<file path="config.mk">
export PLATFORM = sky130hd
export DESIGN_NAME = fp_ready_scoreboard
export DESIGN_NICKNAME = d
export VERILOG_FILES = /design/src/rtl/fp_ready_scoreboard.sv
export SDC_FILE = /design/constraint.sdc
export NUM_CORES = 1
export LEC_CHECK = 0
export ABC_AREA = 1
export BUFFER_PORTS_ARGS = -buffer_cell sky130_fd_sc_hd__buf_2
export CORE_MARGIN = 1
export CORE_UTILIZATION = 55
export CTS_BUF_LIST = sky130_fd_sc_hd__clkbuf_16
export CTS_CLUSTER_DIAMETER = 50
export DETAILED_ROUTE_END_ITERATION = 6
export HOLD_SLACK_MARGIN = 0.1
export MAX_ROUTING_LAYER = met4
export PLACE_DENSITY_LB_ADDON = 0.3
export SYNTH_ARGS = -nofsm -noshare
export SYNTH_HDL_FRONTEND = slang
export SYNTH_SLANG_ARGS = --single-unit
</file>
<file path="constraint.sdc">
create_clock -name clk -period 3.49 [get_ports clk]
set_clock_uncertainty 0.15 [all_clocks]
set_input_delay 0.349 -clock clk [delete_from_list [all_inputs] [get_ports clk]]
set_output_delay 0.349 -clock clk [all_outputs]
set_load 0.01 [all_outputs]
</file>
<file path="src/rtl/fp_ready_scoreboard.sv">
module fp_ready_scoreboard #(
  parameter int NREG = 32,
  parameter int TAGW = 3,
  localparam int RW = $clog2(NREG)
) (
  input  logic            clk,
  input  logic            rst_n,
  input  logic            issue_req,
  input  logic [RW-1:0]   src_a,
  input  logic            src_a_used,
  input  logic            src_a_byp,
  input  logic [RW-1:0]   src_b,
  input  logic            src_b_used,
  input  logic            src_b_byp,
  input  logic [RW-1:0]   dst,
  input  logic            dst_wr,
  input  logic            cmp_valid,
  input  logic [RW-1:0]   cmp_reg,
  input  logic [TAGW-1:0] cmp_tag,
  output logic            stall,
  output logic [TAGW-1:0] issue_tag,
  output logic            cmp_we
);

  logic [NREG-1:0] ready_q;
  logic [TAGW-1:0] tag_q [NREG];

  logic a_wait, b_wait, fire;

  assign a_wait    = src_a_used && !ready_q[src_a] && !src_a_byp;
  assign b_wait    = src_b_used && !ready_q[src_b] && !src_b_byp;
  assign stall     = issue_req && (a_wait || b_wait);
  assign fire      = issue_req && !stall && dst_wr;
  assign issue_tag = tag_q[dst] + TAGW'(1);
  assign cmp_we    = cmp_valid && (cmp_tag == tag_q[cmp_reg]);

  always_ff @(posedge clk or negedge rst_n) begin
    if (!rst_n) begin
      ready_q <= '1;
      for (int i = 0; i < NREG; i++) tag_q[i] <= '0;
    end else begin
      for (int i = 0; i < NREG; i++) begin
        if (fire && dst == RW'(i)) begin
          ready_q[i] <= 1'b0;
          tag_q[i]   <= issue_tag;
        end else if (cmp_we && cmp_reg == RW'(i)) begin
          ready_q[i] <= 1'b1;
        end
      end
    end
  end

endmodule

</file>
==> summary.txt, run 1 <==
status - completed
Synth Warn # - 0
Root Driver - clkbuf_16
cell taking the most area after synthesis - dfrtp_1
power per standard cell area - 504 mW/mm²
final hold viol count - 0
largest net degree at the start of global routing - 63
top-count cell post-synth - nand2_1
CP Class - primary input to output pin
Storage cell area - 0.00324 mm²
Synth Net Count - 1285
CTS sink count - 128
slew margin rel. - 58.5%
maxcap violations - 0
Setup crit end kind - output pin
Synth Flop Type - dfrtp_1
sequential share of the synthesized area - 38.5%
chip height - 126 µm
Setup crit start - cmp_reg[0]
core region area - 0.0148 mm²
GRT overflow - 0
unrepaired setup endpoints after global routing - false
IO buf count - 36
number of synthesized flops with an enable pin - 0
Final Cycle Share - 90.9%
die width - 126 µm
gr usage total - 38.7%
worst skew pair latency - 0.44 ns
Die Footprint - 0.0158 mm²
synth cell count leaders - 522 x nand2_1, 103 x inv_1, 96 x dfrtp_1
n_diodes - 0
FP Rows - 44
endpoints failing setup - 0
Tmin final - 3.17 ns
Yosys top cell area share - 28.5%
Vias/cell - 5.91
P_leak - 4.62 nW
routed wire length - 28200 µm
FMAX - 315 MHz
# fillers - 1403
WL met2 - 12600 µm
Slowest-stage cell, CP - nor2_2
Hold WC Path Type - primary input to async pin
Top Ports - 37
Met1 Wirelength - 11800 µm
CP delay by family, top - simple AND/OR/NAND/NOR gates
Starting Density - 57.0%
ys async rst share - 100%
antenna violations before repair - 0
first-pass GRT wire length - 45000 µm
post-CTS sizing - 0
DP HPWL - 20200 µm
Pins Over Slew Limit - 0
Max H-tree Level - 4
sum of buffers and inverters on the critical path - 3
crit-path max cell delay - 0.39 ns
arrival time worst endpoint - 2.67 ns
final non-filler cell total - 1475
critical-path cell list - buf_2 -> inv_2 -> nor2_2 -> nand2_1 -> nand2_1 -> nor2_1 -> nor2_1 -> nor2_1 -> nand2_1 -> nand2_1 -> nand2_1 -> nand2_1 -> nor4_1 -> buf_2
Placer Congestion - 1.03
placed cell count - 1442
Slew @ Worst Pin - 0.623 ns
setup TNS - 0 ns
CTS Buf Count - 17
syn_area_per_cell - 6.72 µm²
Mapped Cells - 1252
DRC - 0
Critical Path Fanout Max - 28
Yosys cell types - 35
largest cells by area after synthesis - dfrtp_1 29%, nand2_1 23%, dfstp_2 10%, a21oi_1 4.7%, inv_1 4.6%
multi-input logic area - 0.00437 mm²
r2r startpoint - tag_q[69]
TritonCTS clock tree - done
Final ANT Viol Nets - 0
fin nets - 1311
Area growth syn-to-layout - 11.1%
vias in the first global route - 8157
layout cell share with drive strength beyond 1 - 13.9%
worst vdd ir - 0.354 mV
crit path launch type - primary input
Longest Clk Path Bufs - 2
FF+latch count, synth - 128
Pwr Total - 4.71 mW
WL met3 - 2710 µm
Clock Pin Slew Worst Setup and Hold Paths - 0.06 ns
highest metal used - met4
Crit path top cell by count - nand2_1
drt initial violations - 1161
Critical Path RT - 2.99 ns
Via Count - 8716
drt wl/cell - 19.1 µm
1st-pass router iterations - 6
Post-Syn Area - 0.00842 mm²
-- area by class of cell --
type | instances | share of cell area (%)
Clock buffer | 18 | 4.81
Inverter | 113 | 4.56
Sequential cell | 128 | 34.7
Clock inverter | 14 | 1.77
Timing Repair Buffer | 70 | 4.98
Tap cell | 184 | 2.46
Multi-Input combinational cell | 948 | 46.8
-- cell usage in the layout (no fill, tap or decap), types with 2 or more instances in the layout --
cell,Yosys,layout
nand2_1,522,522
inv_1,103,105
dfrtp_1,96,96
a21oi_1,79,79
nor3_1,65,65
nor2_1,53,53
nand3_1,51,51
a22oi_1,40,40
o21ai_0,39,39
nand4_1,37,37
buf_2,25,35
buf_4,10,32
dfstp_2,32,32
nor2_2,21,21
clkbuf_16,0,18
nor2_4,15,15
clkinv_1,5,7
o22ai_1,5,5
inv_2,4,4
clkinv_4,0,4
nand2_2,3,3
o211ai_1,3,3
nand3_2,3,3
bufinv_16,0,3
nand2_4,2,2
nand3b_1,2,2
inv_6,0,2
buf_12,0,2
-- path summary, 6_finish.rpt --
check | endpoint | slack [ns] | depth (start not counted)
setup / recovery | cmp_we | 0.32 | 14
setup reg to reg | tag_q[19] | 0.91 | 10
hold reg to reg | ready_q[3] | 0.32 | 2
min in group clk | ready_q[3] | 0.32 | 2
max in group asynchronous | ready_q[5] | 2.07 | 3
hold / removal | tag_q[82] | 0.31 | 2
-- kinds of logic after synthesis --
group	share of synthesized area, %
XOR/XNOR	0.193
AO/OA/AOI/OAI	11.7
buffers and inverters	9.50
AND/OR/NAND/NOR	40.0
flip-flops	38.5
adder cells (fa/ha/maj)	0.149
-- stage by stage --
stage	hold slack, ns	utilization (%)	area, µm²	worst slack [ns]
2_1_floorplan	-0.0966	-	8420	0.697
3_3_place_gp	0.245	59.2	8730	0.448
3_5_place_dp	0.244	59.2	8730	0.455
4_1_cts	0.320	63.4	9360	0.445
5_1_grt	0.344	63.4	9360	0.205
6_report	0.313	63.4	9360	0.319
-- registers in the layout, summed over array words and instances, names as in the netlist --
name	count
tag_q	96
ready_q	32
-- where the power goes --
part | switching (mW) | total [mW] | leakage [nW] | internal (mW)
logic | 0.622 | 0.907 | 2.69 | 0.285
registers | 0.186 | 1.94 | 1.63 | 1.75
clock network | 0.704 | 1.87 | 0.304 | 1.16
-- per-layer routing --
layer | vias to the layer above | GRT usage (%)
li1 | 4103 | -
met5 | - | -
met3 | 87 | 8.84
met1 | 4030 | 50.3
met2 | 496 | 57.9
met4 | 0 | 16.6
-- what timing repair did --
action                     CTS  global route
buffers inserted             0             0
hold buffers                 1             0
setup endpoints to repair    0             0
hold endpoints to repair    29             0
Note: power is estimated with default switching activity, not from simulation.
==> run 2, diff against run 1 <==
- clock period: 3.49 -> 4.1 ns (I/O delays scaled with it)
==> summary.txt, run 2 (synthesis gave the netlist of run 1 again) <==
critical-path cell list - buf_2 -> inv_2 -> nand2_1 -> inv_2 -> a22oi_1 -> nand2_1 -> nand2_1 -> nand4_1 -> o21ai_2 -> inv_1 -> ha_1 -> buf_2 (was buf_2 -> inv_2 -> nor2_2 -> nand2_1 -> nand2_1 -> nor2_1 -> nor2_1 -> nor2_1 -> nand2_1 -> nand2_1 -> nand2_1 -> nand2_1 -> nor4_1 -> buf_2)
Placer Congestion - 1.05 (was 1.03)
Die Footprint - 0.0158 mm² (unchanged)
CP Class - primary input to output pin (unchanged)
CTS Buf Count - 17 (unchanged)
status - completed (unchanged)
antenna violations before repair - 0 (unchanged)
Tmin final - 3.27 ns
Final Cycle Share - 79.8%
crit path launch type - primary input (unchanged)
reg2reg setup slack - 1.17 ns (was 0.91 ns)
first-pass GRT wire length - 44900 µm (was 45000 µm)
placed cell count - 1431 (was 1442)
GRT overflow - 0 (unchanged)
Pins Over Slew Limit - 0 (unchanged)
pre-CTS WS - 0.900 ns (was 0.455 ns)
drt wl/cell - 18.9 µm (was 19.1 µm)
Clock Pin Slew Worst Setup and Hold Paths - 0.06 ns (about the same)
finished layout cell area - 0.00920 mm² (was 0.00936 mm²)
FMAX - 306 MHz
crit-path max cell delay - 0.64 ns (was 0.39 ns)
Slowest-stage cell, CP - ha_1 (was nor2_2)
R2R depth - 14 (was 10)
Longest Clk Path Bufs - 2 (unchanged)
maxcap violations - 0 (unchanged)
Slew @ Worst Pin - 0.731 ns (was 0.623 ns)
most frequent cells in the layout - 522 x nand2_1, 103 x inv_1, 96 x dfrtp_1 (was 522 x nand2_1, 105 x inv_1, 96 x dfrtp_1)
Final ANT Viol Nets - 0 (unchanged)
DP HPWL - 19200 µm (was 20200 µm)
sum of buffers and inverters on the critical path - 5 (was 3)
Top Ports - 37 (unchanged)
core region area - 0.0148 mm² (unchanged)
Critical Path Fanout Max - 19 (was 28)
die width - 126 µm (unchanged)
n_diodes - 0 (unchanged)
chip height - 126 µm (unchanged)
fin nets - 1300 (was 1311)
CTS sink count - 128 (unchanged)
r2r startpoint - ready_q[17] (was tag_q[69])
Max H-tree Level - 4 (unchanged)
worst vdd ir - 0.291 mV (was 0.354 mV)
Setup crit end kind - output pin (unchanged)
endpoints failing setup - 0 (unchanged)
FP Rows - 44 (unchanged)
Largest register FFs - 96 (unchanged)
Via Count - 8902 (was 8716)
arrival time worst endpoint - 2.71 ns (was 2.67 ns)
CP delay by family, top - buffers and inverters (was simple AND/OR/NAND/NOR gates)
vias in the first global route - 8439 (was 8157)
DP Area - 0.00863 mm² (was 0.00873 mm²)
Area growth syn-to-layout - 9.35% (was 11.1%)
Min Hold Slack - 0.323 ns (was 0.313 ns)
P_leak - 4.53 nW (was 4.62 nW)
commonest non-fill, non-tap cell in the layout - nand2_1 (unchanged)
drt initial violations - 1179 (was 1161)
post-CTS sizing - 0 (unchanged)
worst skew pair latency - 0.43 ns (was 0.44 ns)
Root Driver - clkbuf_16 (unchanged)
routed wire length - 27700 µm (was 28200 µm)
unrepaired setup endpoints after global routing - false (unchanged)
Vias/cell - 6.08 (was 5.91)
layout cell share with drive strength beyond 1 - 13.3% (was 13.9%)
final worst slack - 0.828 ns (was 0.319 ns)
cts hold-fix bufs - 1 (unchanged)
Hold WC Path Type - flop to flop (was primary input to async pin)
Hold Crit Endpoint - ready_q[3]
WHS Path Cells - 2
Pwr Total - 3.85 mW (was 4.71 mW)
Finished Core Util - 62.4% (was 63.4%)
Post-CTS Setup Bufs - 0 (unchanged)
final non-filler cell total - 1464 (was 1475)
final hold viol count - 0 (unchanged)
setup TNS - 0 ns (unchanged)
Crit path top cell by count - nand2_1 (unchanged)
DRC - 0 (unchanged)
biggest regs - tag_q x96, ready_q x32 (unchanged)
FF-to-FF End - tag_q[4] (was tag_q[19])
largest net degree at the start of global routing - 50 (was 63)
slew margin rel. - 51.2% (was 58.5%)
Critical Path RT - 3.54 ns (was 2.99 ns)
1st-pass router iterations - 6 (unchanged)
hold path start - ready_q[3]
TritonCTS clock tree - done (unchanged)
gr usage total - 38.1% (was 38.7%)
IO buf count - 36 (unchanged)
register bank with the most flops - tag_q (unchanged)
Starting Density - 57.0% (unchanged)
power per standard cell area - 418 mW/mm² (was 504 mW/mm²)
## run 2: changes by cell type in the layout (fill, tap and decap cells not counted), sizes merged
cell      previous run  this run
buf                 69        58
bufinv               3         0
clkinv              11        14
inv                112       109
clkinvlp             1         3
clkbuf              18        19
## run 2: layout make-up
cell class,instances,area (µm²)
Multi-Input combinational cell,948,4370
Timing Repair Buffer,59,370
Fill cell,1349,5550
Inverter,113,427
Clock buffer,19,475
Sequential cell,128,3240
Clock inverter,13,83.8
Tap cell,184,230
## run 2: power breakdown
group / internal (mW) / leakage [nW] / switching [mW] / total, mW
clock: 0.837 / 0.268 / 0.594 / 1.43
sequential: 1.49 / 1.63 / 0.160 / 1.65
combinational: 0.237 / 2.64 / 0.527 / 0.764
total: 2.57 / 4.53 / 1.28 / 3.85
## run 2: worst max path at each step
stage | from | to | cells after the start
6_report | dst[1] | issue_tag[1] | 12
5_1_grt | cmp_reg[0] | cmp_we | 15
4_1_cts | dst[1] | issue_tag[1] | 12
3_5_place_dp | dst[1] | issue_tag[1] | 12
3_3_place_gp | src_a[0] | tag_q[2] | 15
2_1_floorplan | dst[1] | issue_tag[2] | 14
## run 2: routing by layer
layer	GRT usage (%)	share of wire [%]	up-vias
li1	-	-	4080
met1	48.7	40	4081
met2	56.2	44	610
met3	8.28	11	131
met4	20.9	5.0	0
met5	-	0	-
## run 2: tightest hold or removal path: cells and delay by family, from the launching register on
| kind | cells | cell delay, ns |
|---|---|---|
| flip-flops | 1 | 0.37 |
| AO/OA/AOI/OAI | 1 | 0.05 |
| buffers and inverters | 1 | 0.04 |
